### src/rtl/gpio_irq_pkg.sv
package gpio_irq_pkg;

  localparam int unsigned DEF_NUM_PORTS   = 2;
  localparam int unsigned DEF_PORT_W      = 8;
  localparam int unsigned DEF_SYNC_STAGES = 2;

  // Number of edges during which snapshots follow the synchronizer after
  // reset: the synchronizer depth plus one edge to capture its output.
  function automatic int unsigned prime_edges(input int unsigned stages);
    return stages + 1;
  endfunction

  // Width of a counter that must reach prime_edges(stages).
  function automatic int unsigned prime_cnt_w(input int unsigned stages);
    return $clog2(stages + 2);
  endfunction

endpackage

### src/rtl/gpio_irq_sync.sv
module gpio_irq_sync #(
  parameter int unsigned W      = 8,
  parameter int unsigned STAGES = 2
) (
  input  logic         clk,
  input  logic         rst_n,
  input  logic [W-1:0] raw_i,
  output logic [W-1:0] sync_o
);

  logic [W-1:0] stage_q [STAGES];

  genvar s;
  generate
    for (s = 0; s < STAGES; s++) begin : g_stage
      if (s == 0) begin : g_first
        always_ff @(posedge clk or negedge rst_n) begin
          if (!rst_n) stage_q[0] <= '0;
          else        stage_q[0] <= raw_i;
        end
      end else begin : g_next
        always_ff @(posedge clk or negedge rst_n) begin
          if (!rst_n) stage_q[s] <= '0;
          else        stage_q[s] <= stage_q[s-1];
        end
      end
    end
  endgenerate

  assign sync_o = stage_q[STAGES-1];

endmodule

### src/rtl/gpio_irq_prime.sv
module gpio_irq_prime #(
  parameter int unsigned SYNC_STAGES = 2
) (
  input  logic clk,
  input  logic rst_n,
  output logic primed_o
);

  import gpio_irq_pkg::*;

  localparam int unsigned CW    = prime_cnt_w(SYNC_STAGES);
  localparam int unsigned LIMIT = prime_edges(SYNC_STAGES);

  logic [CW-1:0] cnt_q;

  assign primed_o = (cnt_q == CW'(LIMIT));

  always_ff @(posedge clk or negedge rst_n) begin
    if (!rst_n)         cnt_q <= '0;
    else if (!primed_o) cnt_q <= cnt_q + CW'(1);
  end

endmodule

### src/rtl/gpio_irq_port.sv
module gpio_irq_port #(
  parameter int unsigned PORT_W = 8
) (
  input  logic              clk,
  input  logic              rst_n,
  input  logic              load_i,
  input  logic [PORT_W-1:0] level_i,
  input  logic [PORT_W-1:0] dir_in_i,
  output logic [PORT_W-1:0] snap_o,
  output logic [PORT_W-1:0] pend_o,
  output logic              hit_o
);

  // Pins that count toward the interrupt: input pins whose level has moved
  // away from the snapshot.
  function automatic logic [PORT_W-1:0] pending_bits(
    input logic [PORT_W-1:0] level,
    input logic [PORT_W-1:0] snap,
    input logic [PORT_W-1:0] dir_in
  );
    return (level ^ snap) & dir_in;
  endfunction

  logic [PORT_W-1:0] snap_q;

  always_ff @(posedge clk or negedge rst_n) begin
    if (!rst_n)      snap_q <= '0;
    else if (load_i) snap_q <= level_i;
  end

  assign snap_o = snap_q;
  assign pend_o = pending_bits(level_i, snap_q, dir_in_i);
  assign hit_o  = |pend_o;

endmodule

### src/rtl/gpio_irq_detect.sv
module gpio_irq_detect #(
  parameter int unsigned NUM_PORTS   = gpio_irq_pkg::DEF_NUM_PORTS,
  parameter int unsigned PORT_W      = gpio_irq_pkg::DEF_PORT_W,
  parameter int unsigned SYNC_STAGES = gpio_irq_pkg::DEF_SYNC_STAGES
) (
  input  logic                        clk,
  input  logic                        rst_n,
  input  logic [NUM_PORTS*PORT_W-1:0] pin_i,
  input  logic [NUM_PORTS*PORT_W-1:0] dir_in_i,
  input  logic [NUM_PORTS-1:0]        rd_ack_i,
  output logic                        irq_drive_o
);

  localparam int unsigned ALL_W = NUM_PORTS * PORT_W;

  // Named internal events, visible to the bound checker.
  logic [ALL_W-1:0]     sync_lvl;
  logic [ALL_W-1:0]     snap_lvl;
  logic [ALL_W-1:0]     pend_lvl;
  logic [NUM_PORTS-1:0] port_hit;
  logic [NUM_PORTS-1:0] port_load;
  logic                 primed_w;
  logic                 irq_next;
  logic                 irq_q;

  gpio_irq_sync #(
    .W      (ALL_W),
    .STAGES (SYNC_STAGES)
  ) u_sync (
    .clk    (clk),
    .rst_n  (rst_n),
    .raw_i  (pin_i),
    .sync_o (sync_lvl)
  );

  gpio_irq_prime #(
    .SYNC_STAGES (SYNC_STAGES)
  ) u_prime (
    .clk      (clk),
    .rst_n    (rst_n),
    .primed_o (primed_w)
  );

  genvar p;
  generate
    for (p = 0; p < NUM_PORTS; p++) begin : g_port
      // Snapshots follow the synchronizer until priming ends, then reload
      // only on that port's read strobe.
      assign port_load[p] = rd_ack_i[p] | ~primed_w;

      gpio_irq_port #(
        .PORT_W (PORT_W)
      ) u_port (
        .clk      (clk),
        .rst_n    (rst_n),
        .load_i   (port_load[p]),
        .level_i  (sync_lvl[p*PORT_W +: PORT_W]),
        .dir_in_i (dir_in_i[p*PORT_W +: PORT_W]),
        .snap_o   (snap_lvl[p*PORT_W +: PORT_W]),
        .pend_o   (pend_lvl[p*PORT_W +: PORT_W]),
        .hit_o    (port_hit[p])
      );
    end
  endgenerate

  assign irq_next = primed_w & (|port_hit);

  always_ff @(posedge clk or negedge rst_n) begin
    if (!rst_n) irq_q <= 1'b0;
    else        irq_q <= irq_next;
  end

  assign irq_drive_o = irq_q;

endmodule

### config.mk
export PLATFORM = sky130hd
export DESIGN_NAME = gpio_irq_detect
export DESIGN_NICKNAME = d
export VERILOG_FILES = /design/src/rtl/gpio_irq_pkg.sv /design/src/rtl/gpio_irq_sync.sv /design/src/rtl/gpio_irq_prime.sv /design/src/rtl/gpio_irq_port.sv /design/src/rtl/gpio_irq_detect.sv
export SDC_FILE = /design/constraint.sdc
export NUM_CORES = 1
export LEC_CHECK = 0
export BUFFER_PORTS_ARGS = -buffer_cell sky130_fd_sc_hd__buf_2
export CAP_MARGIN = 25
export CORE_MARGIN = 4
export CORE_UTILIZATION = 57
export DETAILED_ROUTE_END_ITERATION = 12
export PLACE_DENSITY = 0.84
export SYNTH_ARGS = -nofsm -noshare
export SYNTH_HDL_FRONTEND = slang
export SYNTH_SLANG_ARGS = --single-unit
### constraint.sdc
create_clock -name clk -period 2.08 [get_ports clk]
set_input_delay 0.104 -clock clk [delete_from_list [all_inputs] [get_ports clk]]
set_output_delay 0.104 -clock clk [all_outputs]
set_load 0.05 [all_outputs]
==> results.md <==
- Vias per inst: 4.64
- Placeable Area: 0.00305 sq mm
- Worst setup EP type: register
- Layout Cells excl Fill: 205
- Register bit total from synthesis: 51
- Setup Skew: 0.00950 ns
- Share of cells above drive strength 1: 37.9%
- Slowest-stage cell, CP: nand2b_1
- Max Fclk: 0.622 GHz
- Cells after Synth: 101
- Cell Chain, Critical Path: ha_1 > nand2b_1 > mux2_4
- Worst Path Arrival: 1.84 ns
- Largest cells by area after synthesis: dfrtp_1 71%, mux2_4 13%, xor2_1 7.8%
- Worst Setup SP: u_prime.cnt_q[0]
- Tmin final: 1.61 ns
- Count leader, synth: dfrtp_1
- Starting density of the core: 59.1%
- Hold Path Class: input port to register
- Ant diodes: 0
- Row cnt: 20
- Total wire length: 3010 um
- First-pass GRT wire length: 5170 um
- # fillers: 202
- Reg clk slew, reported paths: 0.12 ns
- Flip-flop and latch area: 0.00128 sq mm
- Overall power: 1760 uW
- Placed cells: 180
- Synth async-reset ratio: 100%
- I/O pin count: 37
- Post-synth top flop: dfrtp_1
- MaxCap Viol Count: 0
- Post_cts resized: 0
- Worst Max-Slew Pin Slew: 0.613 ns
- Hold Violations, Final: 0
- Power Density: 777 mW/mm^2
- Post-Syn Area: 0.00180 sq mm
- Total CTS buffers: 5
- Number of setup buffers added after CTS: 0
- Multi-input logic area: 505 sq um
- Relative slew slack: 59.1%
- Sequential area share after synthesis: 70.7%
- Peak supply drop: 0.530 mV
- DIE AREA: 0.00413 sq mm
- DRT Pass-1 Iters: 4
- Antenna violations before repair: 0
- DR iter-0 viols: 50
- Clock sinks: 51
- Total gr overflow: 0
- Setup violations, final: 0
- Post-synth EDFFs: 0
- Die Y: 64.3 um
- Fin util: 74.1%
- CTS Buffer Depth: 2
- Unrepaired setup endpoints after global routing: false
- Global Route Usage Sum: 16.9%
- Port bufs: 36
- P_leak: 0.00108 uW
- Yosys top cell area share: 70.7%
- Gpl congestion: 0.767
- Crit path max-delay family: simple AND/OR/NAND/NOR gates
- Root Buffer: clkbuf_4
- Final instance area: 0.00226 sq mm
- Final Max Tran Viols: 0
- Final HPWL DP: 2050 um
- TritonCTS clock tree: done
- Top post-synthesis cells by count: 51 x dfrtp_1, 16 x mux2_4, 16 x xor2_1, 8 x a22oi_1
- Nets@finish: 197
- CP Max Fanout: 8
- Count of cell types in the netlist: 11
- Hold Buf Count CTS: 17
- Post-route setup TNS: 0 ns
- Largest net degree at the start of global routing: 33
- Post-DR wirelength/cell: 14.7 um
- Syn Nets: 138
- Area Overhead vs Synth: 25.5%
- Clk_lat worst skew: 0.34 ns
- Crit Reg-Reg Startpoint: u_prime.cnt_q[0]
- CP Data Required Time: 2.31 ns
- Post-synth top area cell: dfrtp_1
- Outcome: complete, no violations
- Post-place instance area: 0.00202 sq mm
- Buf+Inv Stages, Crit Path: 0
- Critical Path Max Stage Delay: 0.47 ns
- Number of global-route vias before repair: 1103
- Routed vias: 952
- Worst hold start: dir_in_i[2]
- Worst Setup Start Kind: register
- Die W: 64.3 um
- H-tree levels: 2
- Synth Area per Inst: 17.9 sq um
- ANT nets after route: 0
- Synth warnings: 0
- Crit share post-route: 77.3%
- Crit path kind: register to register
- Residual DRC count: 0
## final cells by class
| cell class | instances | share of cell area [%] |
|---|---|---|
| sequential | 51 | 56.4 |
| multi-input combinational | 48 | 22.3 |
| clock buffer | 8 | 3.04 |
| tap | 44 | 2.43 |
| timing repair buffer | 54 | 15.8 |
## state kept, by name, summed over array words and instances, names as in the netlist
| signal | count |
|---|---|
| u_sync.sync_o | 16 |
| irq_drive_o | 1 |
| u_sync.stage_q | 16 |
| g_port.u_port.snap_o | 16 |
| u_prime.cnt_q | 2 |
## final timing paths
path                                              end  slack, ns  cells after the start
max                        g_port[1].u_port.snap_o[7]       0.47                      3
min                                       irq_drive_o       0.15                      4
max reg2reg                g_port[1].u_port.snap_o[7]       0.47                      3
min reg2reg                          u_sync.sync_o[8]       0.36                      0
max in group asynchronous  g_port[1].u_port.snap_o[3]       1.13                      3
min in group asynchronous           u_sync.sync_o[10]       0.21                      2
## through the flow
stage | hold WS (ns) | setup slack [ns]
after floorplan | -0.192 | 0.797
after global placement | 0.0546 | 0.505
after detailed placement | 0.0581 | 0.457
after CTS | 0.141 | 0.453
after global routing | 0.139 | 0.409
final | 0.147 | 0.472
## metal layers
layer	part of all wire [%]	track usage, %	wire, um	vias up
met1	42	21.3	1280	461
met5	0	0	0	-
li1	-	-	-	462
met2	52	27.6	1560	23
met3	4.0	4.39	121	6
met4	1.8	7.12	53	0
## power breakdown
group	internal, uW	total (uW)	switching [uW]	leakage (uW)
sequential	1050	1090	40.5	0.000586
combinational	123	198	74.2	0.000459
clock	199	467	268	0.0000386
## worst reg2reg max path, delay by kind of cell (launching register included)
family                   cells  cell delay (ns)
AND/OR/NAND/NOR              1             0.47
flip-flops                   1             0.41
multiplexers                 1             0.36
adder cells (fa/ha/maj)      1             0.27
## placed cells by master (no fill, tap or decap)
cell | Yosys | layout
ha_1 | 1 | 1
o21a_1 | 1 | 1
xor2_1 | 16 | 16
a22oi_1 | 8 | 8
clkbuf_1 | 0 | 1
xnor2_1 | 1 | 1
clkbuf_4 | 0 | 5
clkbuf_8 | 0 | 2
nand4_1 | 2 | 2
buf_4 | 0 | 1
dlygate4sd3_1 | 0 | 17
buf_2 | 0 | 36
mux2_4 | 16 | 16
mux2_2 | 1 | 1
dfrtp_1 | 51 | 51
nand2b_1 | 2 | 2
## kinds of logic after synthesis
family	Yosys count	synth area share, %
flip-flops	51	70.7
XOR/XNOR	17	8.25
multiplexers	17	13.9
AO/OA/AOI/OAI	9	3.75
AND/OR/NAND/NOR	4	1.39
buffers and inverters	2	1.25
adder cells (fa/ha/maj)	1	0.693
No activity file was read; power rests on OpenSTA's default activity.
